### src/rtl/fsc_pkg.sv
package fsc_pkg;

    typedef enum logic [2:0] {
        ST_FETCH,
        ST_CAPTURE,
        ST_DECIDE,
        ST_LOCKED,
        ST_LOCKOUT,
        ST_OPEN
    } sec_state_e;

    localparam logic [7:0] TRIM_DEBUG_DEFAULT = 8'h80;
    localparam logic [1:0] SEC_CODE           = 2'b01;
    localparam int unsigned KEYEN_BIT         = 7;

endpackage

### src/rtl/fsc_nv_loader.sv
module fsc_nv_loader #(
    parameter int unsigned ADDR_W  = 16,
    parameter int unsigned KEY_LEN = 8,
    parameter logic [ADDR_W-1:0] NV_BASE = 16'hFF80
) (
    input  logic                  clk,
    input  logic                  rst_n,
    input  logic                  fetch,
    input  logic                  capture,
    input  logic                  dbg_mode,
    input  logic [7:0]            rd_data,
    output logic                  rd_en,
    output logic [ADDR_W-1:0]     rd_addr,
    output logic                  last_step,
    output logic [KEY_LEN*8-1:0]  key_flat,
    output logic [7:0]            prot_q,
    output logic [7:0]            opt_q,
    output logic [7:0]            trim_q,
    output logic [7:0]            ftrim_q
);
    import fsc_pkg::*;

    localparam int unsigned STEPS  = KEY_LEN + 4;
    localparam int unsigned STEP_W = $clog2(STEPS);
    localparam logic [STEP_W-1:0] S_FTRIM = STEP_W'(KEY_LEN);
    localparam logic [STEP_W-1:0] S_TRIM  = STEP_W'(KEY_LEN + 1);
    localparam logic [STEP_W-1:0] S_PROT  = STEP_W'(KEY_LEN + 2);
    localparam logic [STEP_W-1:0] S_OPT   = STEP_W'(KEY_LEN + 3);

    logic [STEP_W-1:0] step;

    assign rd_en     = fetch;
    assign rd_addr   = NV_BASE + ADDR_W'(step);
    assign last_step = (step == S_OPT);

    always_ff @(posedge clk or negedge rst_n) begin
        if (!rst_n) begin
            step <= '0;
        end else if (capture && !last_step) begin
            step <= step + 1'b1;
        end
    end

    generate
        for (genvar i = 0; i < KEY_LEN; i++) begin : g_key
            always_ff @(posedge clk or negedge rst_n) begin
                if (!rst_n) begin
                    key_flat[i*8 +: 8] <= 8'h00;
                end else if (capture && step == STEP_W'(i)) begin
                    key_flat[i*8 +: 8] <= rd_data;
                end
            end
        end
    endgenerate

    always_ff @(posedge clk or negedge rst_n) begin
        if (!rst_n) begin
            ftrim_q <= 8'h00;
            trim_q  <= TRIM_DEBUG_DEFAULT;
            prot_q  <= 8'h00;
            opt_q   <= 8'h00;
        end else if (capture) begin
            if (step == S_FTRIM) ftrim_q <= {7'b0, rd_data[0]};
            if (step == S_TRIM)  trim_q  <= dbg_mode ? TRIM_DEBUG_DEFAULT : rd_data;
            if (step == S_PROT)  prot_q  <= rd_data;
            if (step == S_OPT)   opt_q   <= rd_data;
        end
    end

endmodule

### src/rtl/fsc_key_cmp.sv
module fsc_key_cmp #(
    parameter int unsigned KEY_LEN = 8,
    localparam int unsigned CNT_W  = (KEY_LEN > 1) ? $clog2(KEY_LEN) : 1
) (
    input  logic                  clk,
    input  logic                  rst_n,
    input  logic                  accept,
    input  logic [7:0]            byte_in,
    input  logic [KEY_LEN*8-1:0]  key_flat,
    output logic [CNT_W-1:0]      entry_cnt,
    output logic                  done_q,
    output logic                  match_q
);
    logic       miss;
    logic [7:0] expect_byte;
    logic       byte_bad;
    logic       is_last;

    assign expect_byte = key_flat[entry_cnt*8 +: 8];
    assign byte_bad    = (byte_in != expect_byte);
    assign is_last     = (entry_cnt == CNT_W'(KEY_LEN - 1));

    always_ff @(posedge clk or negedge rst_n) begin
        if (!rst_n) begin
            entry_cnt <= '0;
            miss      <= 1'b0;
            done_q    <= 1'b0;
            match_q   <= 1'b0;
        end else begin
            done_q <= 1'b0;
            if (accept) begin
                if (is_last) begin
                    entry_cnt <= '0;
                    miss      <= 1'b0;
                    done_q    <= 1'b1;
                    match_q   <= !(miss || byte_bad);
                end else begin
                    entry_cnt <= entry_cnt + 1'b1;
                    miss      <= miss || byte_bad;
                end
            end
        end
    end

endmodule

### src/rtl/fsc_ctrl_fsm.sv
module fsc_ctrl_fsm (
    input  logic       clk,
    input  logic       rst_n,
    input  logic       last_step,
    input  logic [1:0] sec_field,
    input  logic       key_en,
    input  logic       erase_done,
    input  logic       key_done,
    input  logic       key_match,
    input  logic       key_wr,
    input  logic       key_dbg,
    output logic       fetch,
    output logic       capture,
    output logic       boot_done,
    output logic       secure,
    output logic       accept
);
    import fsc_pkg::*;

    sec_state_e state, state_n;

    always_ff @(posedge clk or negedge rst_n) begin
        if (!rst_n) state <= ST_FETCH;
        else        state <= state_n;
    end

    always_comb begin
        state_n = state;
        unique case (state)
            ST_FETCH:   state_n = ST_CAPTURE;
            ST_CAPTURE: state_n = last_step ? ST_DECIDE : ST_FETCH;
            ST_DECIDE: begin
                if (sec_field != SEC_CODE) state_n = ST_OPEN;
                else if (key_en)           state_n = ST_LOCKED;
                else                       state_n = ST_LOCKOUT;
            end
            ST_LOCKED: begin
                if (erase_done)    state_n = ST_OPEN;
                else if (key_done) state_n = key_match ? ST_OPEN : ST_LOCKOUT;
            end
            ST_LOCKOUT: if (erase_done) state_n = ST_OPEN;
            ST_OPEN:    state_n = ST_OPEN;
        endcase
    end

    always_comb begin
        fetch     = 1'b0;
        capture   = 1'b0;
        boot_done = 1'b0;
        secure    = 1'b1;
        accept    = 1'b0;
        unique case (state)
            ST_FETCH:   fetch = 1'b1;
            ST_CAPTURE: capture = 1'b1;
            ST_DECIDE:  ;
            ST_LOCKED: begin
                boot_done = 1'b1;
                accept    = key_wr && !key_dbg;
            end
            ST_LOCKOUT: boot_done = 1'b1;
            ST_OPEN: begin
                boot_done = 1'b1;
                secure    = 1'b0;
            end
        endcase
    end

endmodule

### src/rtl/flash_sec_ctrl.sv
module flash_sec_ctrl #(
    parameter int unsigned ADDR_W  = 16,
    parameter int unsigned KEY_LEN = 8,
    parameter logic [ADDR_W-1:0] NV_BASE = 16'hFF80
) (
    input  logic              clk,
    input  logic              rst_n,
    input  logic              dbg_mode,
    output logic              rd_en,
    output logic [ADDR_W-1:0] rd_addr,
    input  logic [7:0]        rd_data,
    input  logic              key_wr,
    input  logic              key_dbg,
    input  logic [7:0]        key_data,
    input  logic              erase_done,
    output logic              boot_done,
    output logic              secure,
    output logic [7:0]        prot_q,
    output logic [7:0]        opt_q,
    output logic [7:0]        trim_q,
    output logic [7:0]        ftrim_q
);
    import fsc_pkg::*;

    localparam int unsigned CNT_W = (KEY_LEN > 1) ? $clog2(KEY_LEN) : 1;

    logic                 fetch, capture, last_step, accept;
    logic                 key_done, key_match;
    logic [CNT_W-1:0]     key_cnt;
    logic [KEY_LEN*8-1:0] key_flat;

    fsc_nv_loader #(
        .ADDR_W  (ADDR_W),
        .KEY_LEN (KEY_LEN),
        .NV_BASE (NV_BASE)
    ) u_loader (
        .clk       (clk),
        .rst_n     (rst_n),
        .fetch     (fetch),
        .capture   (capture),
        .dbg_mode  (dbg_mode),
        .rd_data   (rd_data),
        .rd_en     (rd_en),
        .rd_addr   (rd_addr),
        .last_step (last_step),
        .key_flat  (key_flat),
        .prot_q    (prot_q),
        .opt_q     (opt_q),
        .trim_q    (trim_q),
        .ftrim_q   (ftrim_q)
    );

    fsc_key_cmp #(
        .KEY_LEN (KEY_LEN)
    ) u_cmp (
        .clk       (clk),
        .rst_n     (rst_n),
        .accept    (accept),
        .byte_in   (key_data),
        .key_flat  (key_flat),
        .entry_cnt (key_cnt),
        .done_q    (key_done),
        .match_q   (key_match)
    );

    fsc_ctrl_fsm u_fsm (
        .clk        (clk),
        .rst_n      (rst_n),
        .last_step  (last_step),
        .sec_field  (opt_q[1:0]),
        .key_en     (opt_q[KEYEN_BIT]),
        .erase_done (erase_done),
        .key_done   (key_done),
        .key_match  (key_match),
        .key_wr     (key_wr),
        .key_dbg    (key_dbg),
        .fetch      (fetch),
        .capture    (capture),
        .boot_done  (boot_done),
        .secure     (secure),
        .accept     (accept)
    );

endmodule

### config.mk
export PLATFORM = sky130hd
export DESIGN_NAME = flash_sec_ctrl
export DESIGN_NICKNAME = d
export VERILOG_FILES = /design/src/rtl/fsc_pkg.sv /design/src/rtl/fsc_nv_loader.sv /design/src/rtl/fsc_key_cmp.sv /design/src/rtl/fsc_ctrl_fsm.sv /design/src/rtl/flash_sec_ctrl.sv
export SDC_FILE = /design/constraint.sdc
export NUM_CORES = 1
export LEC_CHECK = 0
export BUFFER_PORTS_ARGS = -buffer_cell sky130_fd_sc_hd__buf_2
export CORE_ASPECT_RATIO = 0.6
export CORE_MARGIN = 1
export CORE_UTILIZATION = 50
export CTS_CLUSTER_DIAMETER = 40
export DETAILED_ROUTE_END_ITERATION = 7
export PLACE_DENSITY = 0.84
export SKIP_CTS_REPAIR_TIMING = 1
export SKIP_LAST_GASP = 1
export SLEW_MARGIN = 20
export SYNTH_ARGS = -nofsm -noshare
export SYNTH_HDL_FRONTEND = slang
export SYNTH_SLANG_ARGS = --single-unit
### constraint.sdc
create_clock -name clk -period 2.1 [get_ports clk]
set_clock_uncertainty 0.15 [all_clocks]
set_input_delay 0.21 -clock clk [delete_from_list [all_inputs] [get_ports clk]]
set_output_delay 0.21 -clock clk [all_outputs]
set_load 0.05 [all_outputs]
# Yosys cells after proc, flatten, opt, wreduce, memory -nomap -nowiden
# Index checks and enable logic that the tools add are counted.
[word_totals]
in_bits = 22
memories = 0
latch_bits = 0
romBits = 0
elab_cells = 84
register_bits = 102
ramBits = 0
[op_classes]
shift = 1
bitwise = 0
addsub = 3
n_eq_ne = 21
mux = 18
n_mul = 0
n_div = 0
n_reduce_logical = 23
magnitude_cmp = 0
[op_table]
columns = ["cell", "n"]
rows = [
  ["$shiftx 64x7->8", 1],
  ["$mux 3", 6],
  ["$pmux 3 s6", 1],
  ["$eq 4x3->1 const B", 4],
  ["$eq 4x4->1 const B", 4],
  ["$reduce_and 2->1", 6],
  ["$logic_and 1x1->1", 10],
  ["$add 8x5->9 const A", 1],
  ["$eq 3x3->1 const B", 3],
  ["$mux 1", 9],
  ["$eq 4x2->1 const B", 2],
  ["$mux 8", 1],
  ["$ne 8x8->1", 1],
  ["$eq 3x2->1 const B", 2],
  ["$add 4x1->4 const B", 1],
  ["$eq 4x1->1 const B", 1],
  ["$logic_not 4->1", 1],
  ["$add 3x1->3 const B", 1],
  ["$eq 3x1->1 const B", 1],
  ["$logic_not 1->1", 3],
  ["$logic_not 3->1", 1],
  ["$ne 3x3->1 const B", 1],
  ["$reduce_or 3->1", 1],
  ["$mux 2", 1],
  ["3 further kinds", 3],
]

# Depth between registers and ports, before layout
# Gate-level depths: netlist of the first run.
[logic_depth]
depth_word = 4
mapped_depth = 7

# Modules after synthesis
# A second synthesis of the first run with hierarchy kept.
[hier_totals]
cells_unflattened = 374
hier_area_um2 = 5426.5
[by_module_without_submodules]
columns = ["mod", "area_per_inst_um2", "n_inst", "cells_per_inst"]
rows = [
  ["fsc_nv_loader", 4235.3, 1, 264],
  ["fsc_key_cmp", 908.4, 1, 79],
  ["fsc_ctrl_fsm", 282.8, 1, 31],
]

# Least setup slack after synthesis of the first run
# OpenSTA, ideal clock, no wires.
[synth_timing]
path_kind = "register to register"
start = "register u_cmp.entry_cnt[0]"
end = "register u_cmp.miss"
arrival_time_ns = 1.981
n_path_buf = 1
path_stages_with_launch = 7
setup_ns = 0.130
path_slack_ns = -0.161
required_ns = 1.820
path_cell_list = "dfrtp_1 buf_6 mux2i_1 mux4_2 or3b_4 a2111oi_4 a21oi_2"
[synth_between]
elab_chain_len = 4
elab_cells_between_ends = 5
cone_classes = "eq/ne: 2; shift: 1; mux: 1; reduce/logical: 1"
[synth_lines]
columns = ["element", "line", "text"]
rows = [
  ["start: declaration", "fsc_key_cmp.sv:10", "output logic [CNT_W-1:0] entry_cnt,"],
  ["start signal: assignment", "fsc_key_cmp.sv:38", "entry_cnt <= entry_cnt + 1'b1;"],
  ["$shiftx 64x7->8", "fsc_key_cmp.sv:19", "assign expect_byte = key_flat[entry_cnt*8 +: 8];"],
  ["$ne 8x8->1", "fsc_key_cmp.sv:20", "assign byte_bad = (byte_in != expect_byte);"],
  ["$logic_or 1x1->1", "fsc_key_cmp.sv:39", "miss <= miss || byte_bad;"],
  ["$mux 1 *", "fsc_key_cmp.sv:32", "if (is_last) begin"],
  ["end signal: assignment", "fsc_key_cmp.sv:39", ""],
  ["end: declaration", "fsc_key_cmp.sv:14", "logic miss;"],
]
# Every way passes the cells marked *; elsewhere a longest branch is shown, timed or not.
# A chain may end at the register's enable or synchronous reset.

# Worst setup path after layout of the first run
# Same ends and word-level chain as after synthesis.

==> summary by stage, run 1 <==
Global routing
The number of antenna violations at the first check in global routing came to 0. met2 is the most crowded layer. After global routing the overflow that remains totals 0. The global-route track usage on met2 is 36.95%. Entering global routing, the biggest net connects 79 pins. In the global route stage, overall resource usage came out at 23.70%. The first global-routing pass estimated 17.64 mm of wire. The via count of the first global-routing pass is 3254. The routing usage on met3 is 6.885%. In the global route stage, met1 resource usage came out at 33.27%.

Clock tree
The total clock sinks is 102. The total clock buffers created by CTS is 9. The clock-pin transition on the worst setup and hold timing paths is 0.07 ns. TritonCTS built the clock tree. The CTS H-tree depth is 3. For the worst-skew pair, the clock arrives at the later sink with an insertion delay of 0.35 ns. In this run the deepest clock path goes through 2 buffers. The clock root buffer is clkbuf_16.

Synthesis
Summing every instance area after synthesis gives 4888 µm². The post-synthesis sequential area ratio is 52.24%. Dividing the synthesized area by the synthesized cell count gives 13.77 µm². The cell count after synthesis came out at 355. The total number of yosys warnings is 0. The register bit total from synthesis is 102.

After synthesis, the netlist uses 36 different library cells.

Floorplan
The effective utilization at floorplan is 52.43%. The number of top-level design ports is 73. The number of rows in the core area is 27. From bottom edge to top edge, the die measures 78.59 µm. The core region is 9324 µm². Measured along the x axis, the die boundary spans 129.7 µm.

The die covers 10190 µm².

Placed design
The detailed-placement wirelength estimate is 7.771 mm. At the end of routability-driven placement, the weighted congestion stood at 0.9049. Once placement finished, the instance area stood at 5492 µm².

Port buffering added 53 buffers. The post-placement setup slack is -0.2758 ns.

Worst setup path
The maximum single-stage delay on the critical path is 0.49 ns. By startpoint and endpoint, the worst setup path is classified as reg -> reg. The critical path goes through buf_6 > mux2i_1 > mux4_2 > or3b_4 > a2111oi_4 > a21oi_2. The category of cells accounting for the largest share of critical-path delay is multiplexers.

The worst setup path is launched from a register. Data on the critical path arrives at its endpoint at 2.39 ns. Along the worst path, the maximum fanout reaches 5.

Data on the critical path is required at its endpoint by 2.18 ns. The cell with the biggest individual delay on the critical path is mux4_2. Together, buffers and inverters on the worst path number 1.

The worst setup path is captured at a register.

Final layout
The final instance area is 5848 µm². The area growth from synthesis to final layout is 19.63%. For this run, the post-layout net count is 468.

Of the cells placed in the final design, the portion with a size suffix greater than 1 is 47.64%. The number of antenna diodes in the final layout is 0.

Routing
Wires add up to 10.98 mm. The final routed wire length divided by cell count is 19.09 µm. The number of detailed-route iterations in the first pass is 4. The number of vias after detailed routing is 3039. After detailed routing, the number of vias per cell comes to 5.285. In the routed design, unresolved DRC markers number 0. The final antenna-violating net count is 0.

The number of design-rule violations left by the first detailed-router iteration is 153.

Hold path
The classification of the worst-slack hold path is in -> reg.

Timing
Derived from the worst setup path, the maximum achievable clock frequency is 0.4332 GHz. The final number of hold-violating endpoints came to 0. In the finished design, the share of the clock period the worst path needs comes to 109.9%.

The minimum hold slack is 0.07277 ns. The number of slew-limit violations in the final report is 0. The worst setup margin is -0.2082 ns. Setup repair after global routing could not meet its margin everywhere. The post-layout minimum cycle time is 2.308 ns. The final setup violation count is 2.

Power and ir drop
The power per unit of standard cell area is 712.0 nW/µm². The total design power is 0.004164 W. The fraction of power consumed by combinational cells is 9.8%. The net switching power is 0.001051 W.

The internal cell power is 0.003113 W. The static leakage is 2.590 nW. The proportion of total power due to net switching is 25.23%. IR analysis of the VDD net gives a maximum drop of 498.6 µV.

The share of total power dissipated in the clock network is 39.9%. Sequential cells burn 50.2% of the power.

Status
The final reports fail on negative setup slack. The flow ran to the end, but the final reports show violations.

Job
The number of max-capacitance violations reported is 0.
[worst register-to-register path, delay by kind of cell, from the launching register on]
family | cells | cell delay, ns
and+or+nand+nor | 1 | 0.40
AOI/OAI and AO/OA | 2 | 0.50
buffers and inverters | 1 | 0.13
DFF | 1 | 0.41
muxes | 2 | 0.60
[through the flow]
stage	instances	utilization (%)	TNS (ns)
final	575	62.72	-0.4102
after detailed placement	556	58.90	-0.8213
after floorplan	372	-	-0.2549
after CTS	572	62.05	-0.8535
after global placement	556	58.90	-0.4306
after global routing	575	62.72	-0.5485
[logic make-up after synthesis]
family / Yosys count / share of synthesized area [%]
muxes: 115 / 29.66
DFF: 102 / 52.24
and+or+nand+nor: 63 / 6.885
buffers and inverters: 39 / 4.965
AOI/OAI and AO/OA: 18 / 2.764
xor gates and xnor gates: 10 / 1.792
adders and majority gates: 6 / 1.536
other: 2 / 0.1536
[power by group through the flow]
stage / combinational (W) / clock, W / sequential, W
6_report: 0.000410 / 0.00166 / 0.00209
5_1_grt: 0.000442 / 0.00179 / 0.00210
4_1_cts: 0.000409 / 0.00168 / 0.00209
3_5_place_dp: 0.000408 / 0 / 0.00213
3_3_place_gp: 0.000392 / 0 / 0.00212
2_1_floorplan: 0.000253 / 0 / 0.00217
[area by class of cell]
type	count	area, µm²
flip-flops and latches	102	2557
well taps	130	162.7
clock inverters	5	61.31
clock buffers	11	232.7
inverters	3	11.26
repair buffers	93	640.6
fillers	674	3476
multi-input cells	231	2182
[layout by cell type (no fill, tap or decap), types with 2 or more instances in the layout]
| cell | instances |
|---|---|
| mux2_2 | 85 |
| nand3b_1 | 5 |
| nor3b_1 | 2 |
| nand2b_1 | 10 |
| nor2_1 | 3 |
| buf_12 | 5 |
| clkbuf_1 | 2 |
| buf_2 | 52 |
| mux4_2 | 6 |
| xnor2_1 | 4 |
| dfrtp_2 | 3 |
| buf_6 | 2 |
| clkinv_4 | 2 |
| inv_1 | 3 |
| ha_1 | 6 |
| conb_1 | 19 |
| mux2i_1 | 17 |
| or3b_4 | 2 |
| dfrtp_1 | 98 |
| nand2_1 | 31 |
| buf_4 | 33 |
| xor2_1 | 5 |
| o21ai_0 | 11 |
| clkbuf_16 | 9 |
| a22o_1 | 2 |
| mux4_1 | 7 |
[per-layer routing]
metal | wire length [µm] | up-vias | share of wire, %
met3 | 561 | 14 | 5.1
li1 | - | 1396 | -
met2 | 5195 | 78 | 47
met4 | 135 | 0 | 1.2
met5 | 0 | - | 0
met1 | 5084 | 1551 | 46
[cell usage after synthesis (all sizes together)]
library cell / count / area (µm²)
o21bai: 1 / 7.510
o31ai: 1 / 12.51
ha: 6 / 75.07
nand3b: 5 / 37.54
nor2: 4 / 15.01
xnor2: 5 / 43.79
nor3: 2 / 10.01
nand2: 32 / 120.1
or4b: 1 / 10.01
dfrtp: 101 / 2527
mux4: 13 / 322.8
or3b: 2 / 20.02
mux2: 85 / 957.2
nor4bb: 1 / 10.01
nor3b: 3 / 27.52
a22o: 2 / 17.52
conb: 2 / 7.510
nor4b: 1 / 8.760
o21ai: 11 / 55.05
and4: 1 / 8.760
nand4: 1 / 6.260
clkbuf: 11 / 41.29
buf: 25 / 190.2
dfstp: 1 / 26.28
a21oi: 1 / 8.760
o22ai: 1 / 6.260
a2111oi: 1 / 27.53
nand2b: 10 / 62.56
xor2: 5 / 43.79
mux2i: 17 / 170.2
inv: 3 / 11.26
[registers in the layout, summed over array words and instances, names as in the netlist]
name / flops
u_cmp.done_q: 1
u_cmp.entry_cnt: 3
u_cmp.match_q: 1
u_cmp.miss: 1
u_fsm.state: 3
u_loader.ftrim_q: 1
u_loader.key_flat: 64
u_loader.opt_q: 8
u_loader.prot_q: 8
u_loader.step: 4
u_loader.trim_q: 8
[path summary, 6_finish.rpt]
path / cells after the start / start / slack, ns / endpoint
setup / recovery: 6 / u_cmp.entry_cnt[0]$_DFFE_PN0P_ / -0.21 / u_cmp.miss$_DFFE_PN0P_
setup reg to reg: 6 / u_cmp.entry_cnt[0]$_DFFE_PN0P_ / -0.21 / u_cmp.miss$_DFFE_PN0P_
hold / removal: 3 / rd_data[3] / 0.07 / u_loader.trim_q[3]$_DFFE_PN0P_
min in group asynchronous: 2 / rst_n / 0.18 / u_cmp.done_q$_DFF_PN0_
hold reg to reg: 1 / u_loader.key_flat[35]$_DFFE_PN0P_ / 0.36 / u_loader.key_flat[35]$_DFFE_PN0P_
max in group asynchronous: 3 / rst_n / 0.89 / u_cmp.entry_cnt[1]$_DFFE_PN0P_
No activity file was read; power rests on OpenSTA's default activity.
==> run 2, diff against run 1 <==
--- a/config.mk
+++ b/config.mk
@@ -11,9 +11,9 @@
 export CORE_UTILIZATION = 50
 export CTS_CLUSTER_DIAMETER = 40
 export DETAILED_ROUTE_END_ITERATION = 7
+export GPL_ROUTABILITY_DRIVEN = 0
 export PLACE_DENSITY = 0.84
 export SKIP_CTS_REPAIR_TIMING = 1
-export SKIP_LAST_GASP = 1
 export SLEW_MARGIN = 20
 export SYNTH_ARGS = -nofsm -noshare
 export SYNTH_HDL_FRONTEND = slang
==> constraint.sdc (replaced) <==
create_clock -name clk -period 2.1 [get_ports clk]
set_clock_uncertainty 0.15 [all_clocks]
set_input_delay 0.21 -clock clk [delete_from_list [all_inputs] [get_ports clk]]
set_output_delay 0.21 -clock clk [all_outputs]
set_load 0.02 [all_outputs]
==> run 2 against run 1 <==
The run still ends with negative setup slack left. Sequential power about the same. Maximum frequency about the same. Non-clock buffer count unchanged. Clock power about the same. Worst hold slack improved by 0.0015 ns. Die area unchanged. Sequential share of layout area about the same. Via count increased by 0.63%. Critical path type unchanged. Critical endpoint unchanged.
==> summary by stage, run 2 (synthesis results as in run 1) <==
Status
The run finished, with violations left. The checks that failed: negative setup slack.

Global routing
The number of antenna violations at the first check in global routing is 0. The global-route usage over all layers is 23.70%. The remaining global-route overflow is 0. The via count of the first global-routing pass came to 3254. The maximum number of pins on one net before global-route repair is 79. The first-pass GRT wire length is 17.64 mm.

Routing
The number of design-rule violations left by the first detailed-router iteration is 159. The number of detailed-route iterations in the first pass is 4. The via density per instance is 5.318. The final routed wire length divided by cell count is 19.12 µm. Summed over all layers, the routed wires come to 10.99 mm. For this run, design rule violations remaining after detail routing come to 0. Once detail routing completed, the nets flagged for antenna violations numbered 0. Across all layers, the routed design uses 3058 vias.

Clock tree
Counting the buffers created by CTS gives 9. The clock drives 102 sinks. The clock root buffer is clkbuf_16. The CTS H-tree depth is 3.

The clock latency on the worst-skew pair is 0.35 ns. TritonCTS built the clock tree. The clock-pin transition on the worst setup and hold timing paths is 0.07 ns. The largest buffer count on any clock path is 2.

Power and ir drop
The proportion of total power due to net switching is 23.68%. The proportion of power drawn by the clock network is 40.7%. The share of total power dissipated in sequential elements is 51.3%. Internal power comes to 0.003113 W. In this run the power spent charging and discharging nets is 0.0009658 W. The power per unit of standard cell area is 697.1 nW/µm². The share of total power dissipated in combinational logic is 8.0%. The static leakage is 2.593 nW. The highest ir drop seen on vdd is 486.9 µV.

Final layout
The flip-flop count of the largest register, all copies and words added is 64. The layout net count is 468. The number of antenna diodes is 0. The share of post-route cells with drive strength above 1 is 47.87%. The area growth from synthesis to final layout is 19.71%.

The layout has 675 filler cells. In the final layout, the multi-input gates occupy 2186 µm². In the layout the commonest cells are dfrtp_1, mux2_2, buf_2.

The area used by sequential logic in the layout is 2557 µm². More flip-flops sit in one register than any other, and that register is u_loader.key_flat. For this run, the share of the core covered by cells in the final layout is 62.76%. The most common cell after layout, fill and taps aside is dfrtp_1.

Worst setup path
The critical path in this run is classified as reg -> reg. The number of cells on the worst reg-to-reg path is 5. The arrival time at the worst endpoint is 2.39 ns. Along the worst path, the maximum fanout reaches 7. STA classifies the critical path startpoint as a register. The critical path data required time is 2.18 ns. The type of element capturing the critical path is a register.

Placed design
Input and output buffers added on the ports amount to 53. OpenSTA, run right after detailed placement, puts the worst setup slack at -0.2758 ns. The detailed-placement wirelength estimate is 7.771 mm.

Timing
The smallest clock period supported by the final layout is computed as 2.308 ns. The final number of hold-violating endpoints is 0. The number of slew-limit violations in the final report is 0.

In the post-route analysis, the smallest setup slack over all paths is -0.2080 ns. The upper clock frequency limit is 0.4333 GHz. The final setup violation count is 2.

The final critical-path share of the clock period is 109.9%. Setup repair after global routing could not meet its margin everywhere.

Floorplan
The die area is 10190 µm². The initialized floorplan defines 27 standard-cell rows. The effective utilization at floorplan is 52.43%. 73 I/O pins were placed. The y dimension of the die is 78.59 µm. After floorplanning, the core was sized to cover 9324 µm². The die extent in x is 129.7 µm.

Job
Across the run, the number of max-cap violations was 0.

Hold path
The worst hold path was traced through 3 stages. The classification of the worst-slack hold path is in -> reg.
-- run 2: cell types whose count changed in the layout (fill, tap and decap cells not counted) --
cell     delta
mux2i_2     +1
mux2i_1     -1
-- run 2: worst paths after layout --
path	startpoint	end	slack, ns
min	rd_data[3]	u_loader.trim_q[3]$_DFFE_PN0P_	0.07
min in group asynchronous	rst_n	u_cmp.done_q$_DFF_PN0_	0.18
max reg2reg	u_cmp.entry_cnt[1]$_DFFE_PN0P_	u_cmp.miss$_DFFE_PN0P_	-0.21
max	u_cmp.entry_cnt[1]$_DFFE_PN0P_	u_cmp.miss$_DFFE_PN0P_	-0.21
min reg2reg	u_loader.key_flat[24]$_DFFE_PN0P_	u_loader.key_flat[24]$_DFFE_PN0P_	0.35
max in group asynchronous	rst_n	u_cmp.entry_cnt[0]$_DFFE_PN0P_	0.89
-- run 2: per-stage QoR --
stage	cell area, µm²	cells	setup TNS (ns)	hold WS (ns)	total power [W]
after global placement	5492	556	-0.4306	-0.002190	0.002429
after detailed placement	5492	556	-0.8213	0.004417	0.002451
final	5852	575	-0.4094	0.07426	0.004079
after global routing	5852	575	-0.5538	0.07305	0.004248
after floorplan	4954	372	-0.2549	-0.2356	0.002336
after CTS	5786	572	-0.8535	-0.3662	0.004100
-- run 2: power groups by stage --
stage | clock network [W] | logic [W] | registers [W]
after detailed placement | 0 | 0.000324 | 0.00213
final | 0.00166 | 0.000328 | 0.00209
after floorplan | 0 | 0.000205 | 0.00213
after CTS | 0.00168 | 0.000326 | 0.00209
after global placement | 0 | 0.000309 | 0.00212
after global routing | 0.00179 | 0.000359 | 0.00210
-- run 2: cell type report --
type | count | share of cell area (%)
Clock inverter | 5 | 1.048
Timing Repair Buffer | 93 | 10.95
Sequential cell | 102 | 43.70
Tap cell | 130 | 2.780
Clock buffer | 11 | 3.977
Inverter | 3 | 0.1924
Multi-Input combinational cell | 231 | 37.35
-- run 2: metal layers --
metal  share of wire, %  up-vias  GRT usage, %
met5                  0        -             0
met4                1.2        0         4.302
met3                5.7       14         6.885
met2                 48       85         36.95
met1                 45     1561         33.27
li1                   -     1398             -
-- run 2: critical path, cell delays in order (launching register included) --
cell and delay (ns):
dfrtp_2 0.47, buf_4 0.16, mux4_2 0.51, or3b_4 0.40, a2111oi_4 0.40, a21oi_2 0.10
==> run 3, diff against run 2 <==
==> constraint.sdc (replaced) <==
create_clock -name clk -period 1.92 [get_ports clk]
set_clock_uncertainty 0.15 [all_clocks]
set_input_delay 0.192 -clock clk [delete_from_list [all_inputs] [get_ports clk]]
set_output_delay 0.192 -clock clk [all_outputs]
set_load 0.02 [all_outputs]
==> run 3 against run 2 <==
Clock-buffer cell count down 2. Via count up 3.9%. Final cell count up 0.70%. Largest cell class unchanged. The run still ends with negative setup slack left. Maximum frequency down 1.6%.
==> summary by stage, run 3 (synthesis results as in run 1) <==
Worst setup path
Across all register-to-register paths, the minimum setup slack is -0.43 ns. For the worst setup path, the data arrival time is 2.46 ns. The worst register-to-register path begins at u_cmp.entry_cnt[0]$_DFFE_PN0P_.

The category of the critical setup timing path is reg -> reg. The critical path data required time is 2.04 ns. Counting cells, the worst reg-to-reg path comes to 6.

The critical path launch point is u_cmp.entry_cnt[0]$_DFFE_PN0P_. The worst register-to-register path ends at u_cmp.match_q$_DFFE_PN0P_. The worst setup path is captured at a register. STA classifies the critical path startpoint as a register. In this run the worst path has a maximum fanout of 3.

Global routing
For this run the aggregate overflow at the end of global routing stands at 0. The global-route usage over all layers is 24.21%. The first global-routing pass estimated 17.82 mm of wire. The routing usage on met3 is 6.203%. Entering global routing, the biggest net connects 38 pins. The global routing stage identified its most utilized layer as met2.

The via count of the first global-routing pass is 3243. The global-route track usage on met2 is 36.47%. The met1 demand-to-capacity share in global routing is 34.56%.

The number of antenna violations at the first check in global routing came to 0.

Placed design
OpenSTA, run right after detailed placement, puts the worst setup slack at -0.4502 ns. The count of buffers added on input and output ports is 53. Detailed placement finished with a half-perimeter wire length of 8.051 mm.

Routing
The total detailed-routing wirelength is 11.63 mm. The post-route DRC violation count is 0. The via density per instance is 5.489. The number of design-rule violations left by the first detailed-router iteration is 170.

The final antenna-violating net count is 0. The number of detailed-route iterations in the first pass is 4. The routed layout has 3178 vias. The final routed wire length divided by cell count is 20.08 µm.

Timing
Adding up every negative setup slack in the final design gives -3.400 ns. After layout, the worst path uses 122.2% of the clock period. The final setup violation count is 35. The worst setup margin is -0.4257 ns. The number of slew-limit violations in the final report is 0. The final number of hold-violating endpoints is 0.

The post-layout minimum cycle time is 2.346 ns. Static timing analysis puts the maximum clock frequency at 0.4263 GHz. Setup repair after global routing could not meet its margin everywhere.

Final layout
The flip-flop count of the largest register, all copies and words added is 64. The share of post-route cells with drive strength above 1 is 53.23%. Leaving out fill and tap cells, the most frequent cells in the layout are dfrtp_1, mux2_2, buf_2.

The sequential cells in the finished layout cover a total of 2556 µm². The final layout contains 472 nets. The multi-input combinational cells in the finished layout cover a total of 2318 µm². Compared with the post-synthesis result, the final layout area differs by 22.57%.

The register bank with the most flops is u_loader.key_flat. The library cell used most frequently in the layout, excluding fill and tap cells, is dfrtp_1. The repair_antennas step left the layout with diodes totalling 0. The fill cell total of the finished layout is 702.

Hold path
The startpoint identified for the worst hold timing path is rd_data[5]. The classification of the worst-slack hold path is in -> reg. The end point of the most critical hold path is u_loader.trim_q[5]$_DFFE_PN0P_.

The instance count along the most critical hold path is 3.

Job
Max-cap violations in this run came to 0.

Clock tree
TritonCTS built the clock tree. The tree built by TritonCTS fans out to 102 sinks. The CTS H-tree depth is 3.

The clock root buffer is clkbuf_16. The largest buffer count on any clock path is 2. After clock tree synthesis, the clock-pin slew on the worst setup and hold paths is 0.07 ns. The clock latency on the worst-skew pair is 0.36 ns. The total clock buffers created by CTS is 9.

Floorplan
The die area is 10190 µm². The number of top-level design ports is 73. The placeable core region is 9324 µm². The number of rows in the core area is 27. In this run the horizontal extent of the chip is 129.7 µm. The y dimension of the die is 78.59 µm. The effective utilization at floorplan is 52.43%.

Power and ir drop
For this design the ratio of total power to cell area is 742.5 nW/µm². The worst-case IR drop observed on VDD is 472.3 µV. The static leakage is 2.661 nW.

Status
The checks that failed: negative setup slack. The run finished, with violations left.
==> run 3: cell types whose count changed in the layout (fill, tap and decap cells not counted), moves of 4 or more <==
cell,previous run,this run
nand2_4,0,5
nand2_2,1,6
o21ai_1,0,4
o21ai_0,11,3
buf_6,2,7
buf_12,5,1
nand2_1,31,19
o21ai_2,0,4
==> run 3: final cells by class <==
type	count	area share (%)
clock inverters	7	1.190
flip-flops and latches	102	42.66
inverters	3	0.1879
well taps	130	2.715
repair buffers	97	10.80
multi-input cells	231	38.69
clock buffers	9	3.759
==> run 3: routing by layer <==
metal | routed length [µm] | share of wire, % | vias to the layer above
met4 | 102 | 0.88 | 0
met1 | 5290 | 45 | 1650
li1 | - | - | 1400
met3 | 831 | 7.1 | 12
met5 | 0 | 0 | -
met2 | 5402 | 46 | 116
==> run 3: worst max-delay path: stages, from the launching register on <==
cell,delay [ns]
dfrtp_2,0.39
buf_4,0.13
mux4_2,0.51
mux2i_4,0.17
xor2_1,0.22
or4b_4,0.50
o31ai_2,0.18
==> run 3: worst max-delay path by stage <==
stage,endpoint,cells after the start
global route,u_cmp.match_q$_DFFE_PN0P_,6
finish,u_cmp.match_q$_DFFE_PN0P_,6
CTS,u_cmp.match_q$_DFFE_PN0P_,6
global placement,u_cmp.miss$_DFFE_PN0P_,5
detailed placement,u_cmp.match_q$_DFFE_PN0P_,6
floorplan,u_cmp.miss$_DFFE_PN0P_,6
==> run 3: where the power goes <==
group	leakage (nW)	internal, W	switching [W]	total (W)
sequential	1.18	0.00224	0.0000541	0.00229
clock	0.142	0.000911	0.000879	0.00179
combinational	1.34	0.000159	0.000211	0.000370
total	2.66	0.00330	0.00114	0.00445
==> run 3: through the flow <==
stage	util [%]	cell area, µm²	total power (W)	std cells	hold WS [ns]
after floorplan	-	4990	0.002555	372	-0.2536
after global placement	58.41	5446	0.002670	552	0.03102
after detailed placement	58.41	5446	0.002689	552	0.03613
after CTS	61.59	5743	0.004468	568	-0.3434
after global routing	64.26	5992	0.004619	579	0.03800
final	64.26	5992	0.004449	579	0.02860
